==> config.mk <==
export PLATFORM = sky130hd
export DESIGN_NAME = pgt_alloc
export DESIGN_NICKNAME = d
export VERILOG_FILES = /design/src/rtl/pgt_pkg.sv /design/src/rtl/pgt_refstore.sv /design/src/rtl/pgt_scan.sv /design/src/rtl/pgt_alloc.sv
export SDC_FILE = /design/constraint.sdc
export NUM_CORES = 1
export LEC_CHECK = 0
export BUFFER_PORTS_ARGS = -buffer_cell sky130_fd_sc_hd__buf_2
export CORE_MARGIN = 2
export CORE_UTILIZATION = 30
export CTS_BUF_LIST = sky130_fd_sc_hd__clkbuf_8
export CTS_CLUSTER_DIAMETER = 40
export DETAILED_ROUTE_END_ITERATION = 10
export GPL_ROUTABILITY_DRIVEN = 0
export PLACE_DENSITY_LB_ADDON = 0.08
export SYNTH_ARGS = -nofsm -noshare
export SYNTH_HDL_FRONTEND = slang
export SYNTH_SLANG_ARGS = --single-unit
==> constraint.sdc <==
create_clock -name clk -period 5.6 [get_ports clk]
set_input_delay 1.12 -clock clk [delete_from_list [all_inputs] [get_ports clk]]
set_output_delay 1.12 -clock clk [all_outputs]
set_load 0.005 [all_outputs]
==> src/rtl/pgt_pkg.sv <==
package pgt_pkg;

    typedef enum logic [1:0] {
        K_CLAIM = 2'd0,
        K_DROP  = 2'd1,
        K_SHARE = 2'd2
    } pgt_kind_e;

    typedef struct packed {
        pgt_kind_e kind;
        logic      bad;
        logic      sat;
    } pgt_cmd_t;

    function automatic pgt_kind_e pgt_decode(input logic [1:0] op);
        if (op[1])      return K_SHARE;
        else if (op[0]) return K_DROP;
        else            return K_CLAIM;
    endfunction

    function automatic logic pgt_in_span(input int unsigned v,
                                         input int unsigned lo,
                                         input int unsigned hi);
        return (v >= lo) && (v <= hi);
    endfunction

endpackage

==> src/rtl/pgt_refstore.sv <==
module pgt_refstore #(
    parameter int N_ENTRIES = 128,
    parameter int IDX_W     = 7,
    parameter int CNT_W     = 3
) (
    input  logic             clk,
    input  logic             rst,
    input  logic [IDX_W-1:0] rd_a_idx,
    output logic [CNT_W-1:0] rd_a_cnt,
    input  logic [IDX_W-1:0] rd_b_idx,
    output logic [CNT_W-1:0] rd_b_cnt,
    input  logic             wr_en,
    input  logic [IDX_W-1:0] wr_idx,
    input  logic [CNT_W-1:0] wr_cnt
);

    logic [CNT_W-1:0] cnt_q [N_ENTRIES];

    for (genvar g = 0; g < N_ENTRIES; g++) begin : g_entry
        always_ff @(posedge clk) begin
            if (rst)
                cnt_q[g] <= '0;
            else if (wr_en && (int'(wr_idx) == g))
                cnt_q[g] <= wr_cnt;
        end
    end

    assign rd_a_cnt = cnt_q[rd_a_idx];
    assign rd_b_cnt = cnt_q[rd_b_idx];

endmodule

==> src/rtl/pgt_scan.sv <==
module pgt_scan #(
    parameter int IDX_W = 7
) (
    input  logic             clk,
    input  logic             rst,
    input  logic             start,
    input  logic [IDX_W-1:0] start_ptr,
    input  logic [IDX_W-1:0] end_ptr,
    input  logic             hit,
    output logic             busy,
    output logic [IDX_W-1:0] ptr,
    output logic             at_end
);

    logic [IDX_W-1:0] last_q;

    assign at_end = (ptr == last_q);

    always_ff @(posedge clk) begin
        if (rst) begin
            busy   <= 1'b0;
            ptr    <= '0;
            last_q <= '0;
        end else if (start && !busy) begin
            busy   <= 1'b1;
            ptr    <= start_ptr;
            last_q <= end_ptr;
        end else if (busy) begin
            if (hit || at_end)
                busy <= 1'b0;
            else
                ptr <= ptr + IDX_W'(1);
        end
    end

endmodule

==> src/rtl/pgt_alloc.sv <==
module pgt_alloc
    import pgt_pkg::*;
#(
    parameter int N_ENTRIES  = 128,
    parameter int RESV_LO    = 72,
    parameter int SEARCH_OFS = 8,
    parameter int GRP_END    = 111,
    parameter int AGG_LO     = 96,
    parameter int AGG_HI     = 103,
    parameter int CNT_W      = 3,
    localparam int IDX_W     = $clog2(N_ENTRIES)
) (
    input  logic             clk,
    input  logic             rst,
    input  logic             cmd_valid,
    output logic             cmd_ready,
    input  logic [1:0]       cmd_op,
    input  logic             cmd_region,
    input  logic [IDX_W-1:0] cmd_idx,
    output logic             resp_valid,
    output logic [1:0]       resp_op,
    output logic             resp_fail,
    output logic [IDX_W-1:0] resp_idx,
    output logic             err_sticky
);

    localparam int GRP_START = RESV_LO + SEARCH_OFS;
    localparam int PRF_START = GRP_END + 1 + SEARCH_OFS;
    localparam int PRF_END   = N_ENTRIES - 1;
    localparam logic [CNT_W-1:0] CNT_MAX = '1;

    logic             busy, at_end, hit, accept;
    logic [IDX_W-1:0] ptr;
    logic [CNT_W-1:0] cnt_scan, cnt_cmd;
    logic             wr_en;
    logic [IDX_W-1:0] wr_idx;
    logic [CNT_W-1:0] wr_cnt;
    pgt_cmd_t         cmd;

    assign cmd_ready = !busy;
    assign accept    = cmd_valid && cmd_ready;

    always_comb begin
        cmd.kind = pgt_decode(cmd_op);
        cmd.bad  = (int'(cmd_idx) < RESV_LO)
                || pgt_in_span(int'(cmd_idx), AGG_LO, AGG_HI)
                || (cnt_cmd == '0);
        cmd.sat  = (cnt_cmd == CNT_MAX);
    end

    assign hit = busy && (cnt_scan == '0)
              && !pgt_in_span(int'(ptr), AGG_LO, AGG_HI);

    pgt_scan #(.IDX_W(IDX_W)) u_scan (
        .clk       (clk),
        .rst       (rst),
        .start     (accept && cmd.kind == K_CLAIM),
        .start_ptr (cmd_region ? IDX_W'(PRF_START) : IDX_W'(GRP_START)),
        .end_ptr   (cmd_region ? IDX_W'(PRF_END)   : IDX_W'(GRP_END)),
        .hit       (hit),
        .busy      (busy),
        .ptr       (ptr),
        .at_end    (at_end)
    );

    pgt_refstore #(.N_ENTRIES(N_ENTRIES), .IDX_W(IDX_W), .CNT_W(CNT_W)) u_store (
        .clk      (clk),
        .rst      (rst),
        .rd_a_idx (ptr),
        .rd_a_cnt (cnt_scan),
        .rd_b_idx (cmd_idx),
        .rd_b_cnt (cnt_cmd),
        .wr_en    (wr_en),
        .wr_idx   (wr_idx),
        .wr_cnt   (wr_cnt)
    );

    always_comb begin
        wr_en  = 1'b0;
        wr_idx = cmd_idx;
        wr_cnt = cnt_cmd;
        if (hit) begin
            wr_en  = 1'b1;
            wr_idx = ptr;
            wr_cnt = CNT_W'(1);
        end else if (accept && cmd.kind == K_DROP && !cmd.bad) begin
            wr_en  = 1'b1;
            wr_cnt = cnt_cmd - CNT_W'(1);
        end else if (accept && cmd.kind == K_SHARE && !cmd.bad && !cmd.sat) begin
            wr_en  = 1'b1;
            wr_cnt = cnt_cmd + CNT_W'(1);
        end
    end

    always_ff @(posedge clk) begin
        if (rst) begin
            resp_valid <= 1'b0;
            resp_op    <= 2'b00;
            resp_fail  <= 1'b0;
            resp_idx   <= '0;
            err_sticky <= 1'b0;
        end else begin
            resp_valid <= 1'b0;
            if (busy && (hit || at_end)) begin
                resp_valid <= 1'b1;
                resp_op    <= 2'b00;
                resp_fail  <= !hit;
                resp_idx   <= hit ? ptr : '0;
            end else if (accept && cmd.kind != K_CLAIM) begin
                resp_valid <= 1'b1;
                resp_op    <= cmd_op;
                resp_fail  <= cmd.bad || (cmd.kind == K_SHARE && cmd.sat);
                resp_idx   <= cmd_idx;
                if (cmd.bad)
                    err_sticky <= 1'b1;
            end
        end
    end

endmodule

==> metrics <==
final clock skew=60.34 ps; area growth from synthesis to final layout=21.91%; Yosys warning total=0; met1 track utilization from global routing=29.08%; DRT antenna net count=0; buffer cell driving the clock tree root=sky130_fd_sc_hd__clkbuf_8; arrival time at the worst endpoint=5390 ps; clock net sink count=413; status=complete, no violations; Post-route DRC=0; family with the most delay on the worst path=compound AO/OA/AOI/OAI gates; number of buffers inserted by port buffering=25; power density normalized to cell area=287.4 nW/µm²; headroom to the max-slew limit=32.34%; clock buffer count from CTS=86; Vert. Die Dim=273.2 µm; Final #Nets=1968; max-cap violations=0; TritonRoute pass-1 iters=5; category of the critical setup timing path=input pin to register; area of the mapped netlist=21740 µm²; area enclosed by the die boundary=74630 µm²; 1st-iter DRT viols=1318; initial cell density of the core=30.36%; clock transition at the registers of the reported paths=60 ps; Critical Path Sink Type=register; CP max-delay cell=sky130_fd_sc_hd__mux4_2; detailed placer's ending HPWL=54370 µm; final period demand of the worst path=5036 ps; drt total wl=75540 µm; maximum vdd ir drop=0.1846 mV; detail-routed via count per cell=5.306; TritonCTS clock tree=done; maximum level of the CTS H-tree=3; count of cell types in the netlist=82; total of endpoints with negative setup slack in the final report=0; number of gates given a new drive strength after cts=0; most instantiated library cell after synthesis=sky130_fd_sc_hd__edfxtp_1; leakage power=0.009139 µW; number of buffers and inverters on the critical path=5; sequence of cells on the critical path=buf_6, buf_12, mux4_2, mux4_2, o31a_1, and4_1, a211oi_2, inv_1, ha_1, ha_1, a211o_1, nor4_1, buf_4, a31oi_2, buf_12, o21bai_1; accumulated negative setup slack=0 ps; list of most frequent post-synthesis cells=384 x sky130_fd_sc_hd__edfxtp_1, 188 x sky130_fd_sc_hd__nor3_1, 139 x sky130_fd_sc_hd__mux4_2, 131 x sky130_fd_sc_hd__nor2_1, 109 x sky130_fd_sc_hd__o21bai_1; GR Util met2=32.13%; number of synthesized register bits=413; RSZ-0062 raised after global routing=false; Period Utilization, post-route=89.93%; post-layout power=7615 µW; endpoints failing hold=0; Worst-Skew Late Latency=700 ps; number of buffers inserted by post-CTS setup repair=0; fraction of final layout cells sized beyond drive strength 1=26.07%; async set or reset register ratio after synthesis=0%; total number of vias=15740; die width=273.2 µm; routed wirelength normalized by instance count=25.47 µm; maximum achievable frequency=0.1986 GHz; area inside the core boundary=71610 µm²; Total Routing Usage GR=20.36%; Clock Path Buffers=3; Worst Tran Pin Value=1013 ps; Critical Path Max Stage Delay=550 ps; post-synth top area share=53.04%; crit path launch type=input pin; filler cell count in the final layout=6966; Max Transition Viols Final=0; met3 Usage GRT=3.070%; register area share after synthesis=55.72%; EDFF count, synth=384; first-pass GRT wire length=110400 µm; cts hold-fix bufs=0; ports placed on the boundary=26; largest cells by area after synthesis=sky130_fd_sc_hd__edfxtp_1 53%, sky130_fd_sc_hd__mux4_2 14%, sky130_fd_sc_hd__nor3_1 4.3%; maximum net fanout on the critical path=24; pin count of the biggest net entering global routing=106; vias in the first global route=16060; global route total overflow=0; mean post-synth cell area=13.18 µm²; initial antenna violation count=3; most used routing layer in global routing=met2; required time of the critical path=5960 ps; number of standard-cell rows in the floorplan=98; Post-synth top flop=sky130_fd_sc_hd__edfxtp_1; gate count of the mapped netlist=1649; leading area contributor after synthesis=sky130_fd_sc_hd__edfxtp_1; min-delay worst type=register to register
through the flow:
| step | utilization [%] | instance area (µm²) | instances | hold WS (ps) | setup slack, ps |
|---|---|---|---|---|---|
| global route | 37.01 | 26500 | 2966 | 480.5 | 362.9 |
| detailed placement | 34.64 | 24800 | 2811 | 448.2 | -123.6 |
| CTS | 37.00 | 26500 | 2964 | 456.7 | 637.6 |
| floorplan | - | 22360 | 1815 | 447.8 | 5.707 |
| global placement | 34.64 | 24800 | 2811 | 441.2 | -128.0 |
| finish | 37.01 | 26500 | 2966 | 452.6 | 564.2 |
path summary, 6_finish.rpt:
| path | startpoint | end | slack [ps] | cells past startpoint |
|---|---|---|---|---|
| max | cmd_idx[0] | u_store.cnt_q[68][0]$_SDFFCE_PN0P_ | 560 | 16 |
| min | resp_op[0]$_SDFFE_PP0P_ | resp_op[0]$_SDFFE_PP0P_ | 450 | 2 |
| max reg2reg | register | u_store.cnt_q[52][2]$_SDFFCE_PN0P_ | 830 | 11 |
| min reg2reg | resp_op[0]$_SDFFE_PP0P_ | resp_op[0]$_SDFFE_PP0P_ | 450 | 2 |
cell families (layout without fill, tap and decap cells):
| logic type | count (synthesis) | count (layout) | share of synthesized area [%] |
|---|---|---|---|
| AO/OA/AOI/OAI | 344 | 344 | 11.82 |
| XOR/XNOR | 5 | 5 | 0.2014 |
| multiplexers | 168 | 168 | 15.78 |
| AND/OR/NAND/NOR | 528 | 528 | 12.27 |
| adder cells (fa/ha/maj) | 6 | 6 | 0.3453 |
| flip-flops | 413 | 413 | 55.72 |
| other | 1 | 169 | 0.01725 |
| buffers and inverters | 184 | 383 | 3.856 |
flip-flops by register name, indices dropped and copies added (netlist names), named ones only:
signal,cells
resp_op,2
resp_idx,7
u_scan.last_q,2
u_scan.busy,1
u_scan.ptr,7
resp_fail,1
u_store.cnt_q,384
err_sticky,1
resp_valid,1
power by group:
part / switching, µW / internal [µW]
clock network: 1420 / 1720
registers: 106 / 3530
logic: 480 / 360
total: 2010 / 5610
area by class of cell:
| class | count | area [µm²] | share of cell area [%] |
|---|---|---|---|
| Timing Repair Buffer | 213 | 1977 | 7.460 |
| Tap cell | 950 | 1189 | 4.485 |
| Antenna cell | 2 | 5.005 | 0.01889 |
| Clock inverter | 61 | 425.4 | 1.605 |
| Sequential cell | 413 | 12120 | 45.75 |
| Inverter | 17 | 63.81 | 0.2408 |
| Multi-Input combinational cell | 1218 | 9450 | 35.66 |
| Clock buffer | 92 | 1266 | 4.778 |
tightest hold or removal path: cells and delay by family, from the launching register on:
kind | cells | cell delay (ps)
compound gates | 1 | 50
flops | 1 | 310
simple gates | 1 | 50
layout by cell type (no fill, tap or decap), types with 9 or more instances in the layout:
master / n
sky130_fd_sc_hd__nor3b_1: 15
sky130_fd_sc_hd__or3_1: 14
sky130_fd_sc_hd__conb_1: 167
sky130_fd_sc_hd__edfxtp_1: 384
sky130_fd_sc_hd__and3_1: 11
sky130_fd_sc_hd__nor2_1: 131
sky130_fd_sc_hd__nand2b_1: 12
sky130_fd_sc_hd__clkbuf_8: 92
sky130_fd_sc_hd__clkinv_1: 9
sky130_fd_sc_hd__o21ai_0: 30
sky130_fd_sc_hd__a21o_1: 15
sky130_fd_sc_hd__inv_1: 38
sky130_fd_sc_hd__buf_12: 34
sky130_fd_sc_hd__o21bai_1: 109
sky130_fd_sc_hd__a21oi_1: 36
sky130_fd_sc_hd__a211oi_1: 23
sky130_fd_sc_hd__clkinv_2: 12
sky130_fd_sc_hd__mux2i_1: 22
sky130_fd_sc_hd__nand2_1: 56
sky130_fd_sc_hd__nor3_1: 188
sky130_fd_sc_hd__nor2b_1: 16
sky130_fd_sc_hd__and2_1: 10
sky130_fd_sc_hd__a22oi_1: 16
sky130_fd_sc_hd__mux4_2: 139
sky130_fd_sc_hd__buf_4: 155
sky130_fd_sc_hd__nor2_2: 10
sky130_fd_sc_hd__dfxtp_1: 25
sky130_fd_sc_hd__nand3_1: 11
sky130_fd_sc_hd__nor4_1: 17
sky130_fd_sc_hd__buf_2: 22
sky130_fd_sc_hd__o32a_1: 9
per-layer routing:
metal,vias up,wire length (µm)
li1,7043,-
met1,8044,35170
met2,555,34660
met3,96,4386
met4,0,1319
met5,-,0
Note: power is estimated with default switching activity, not from simulation.
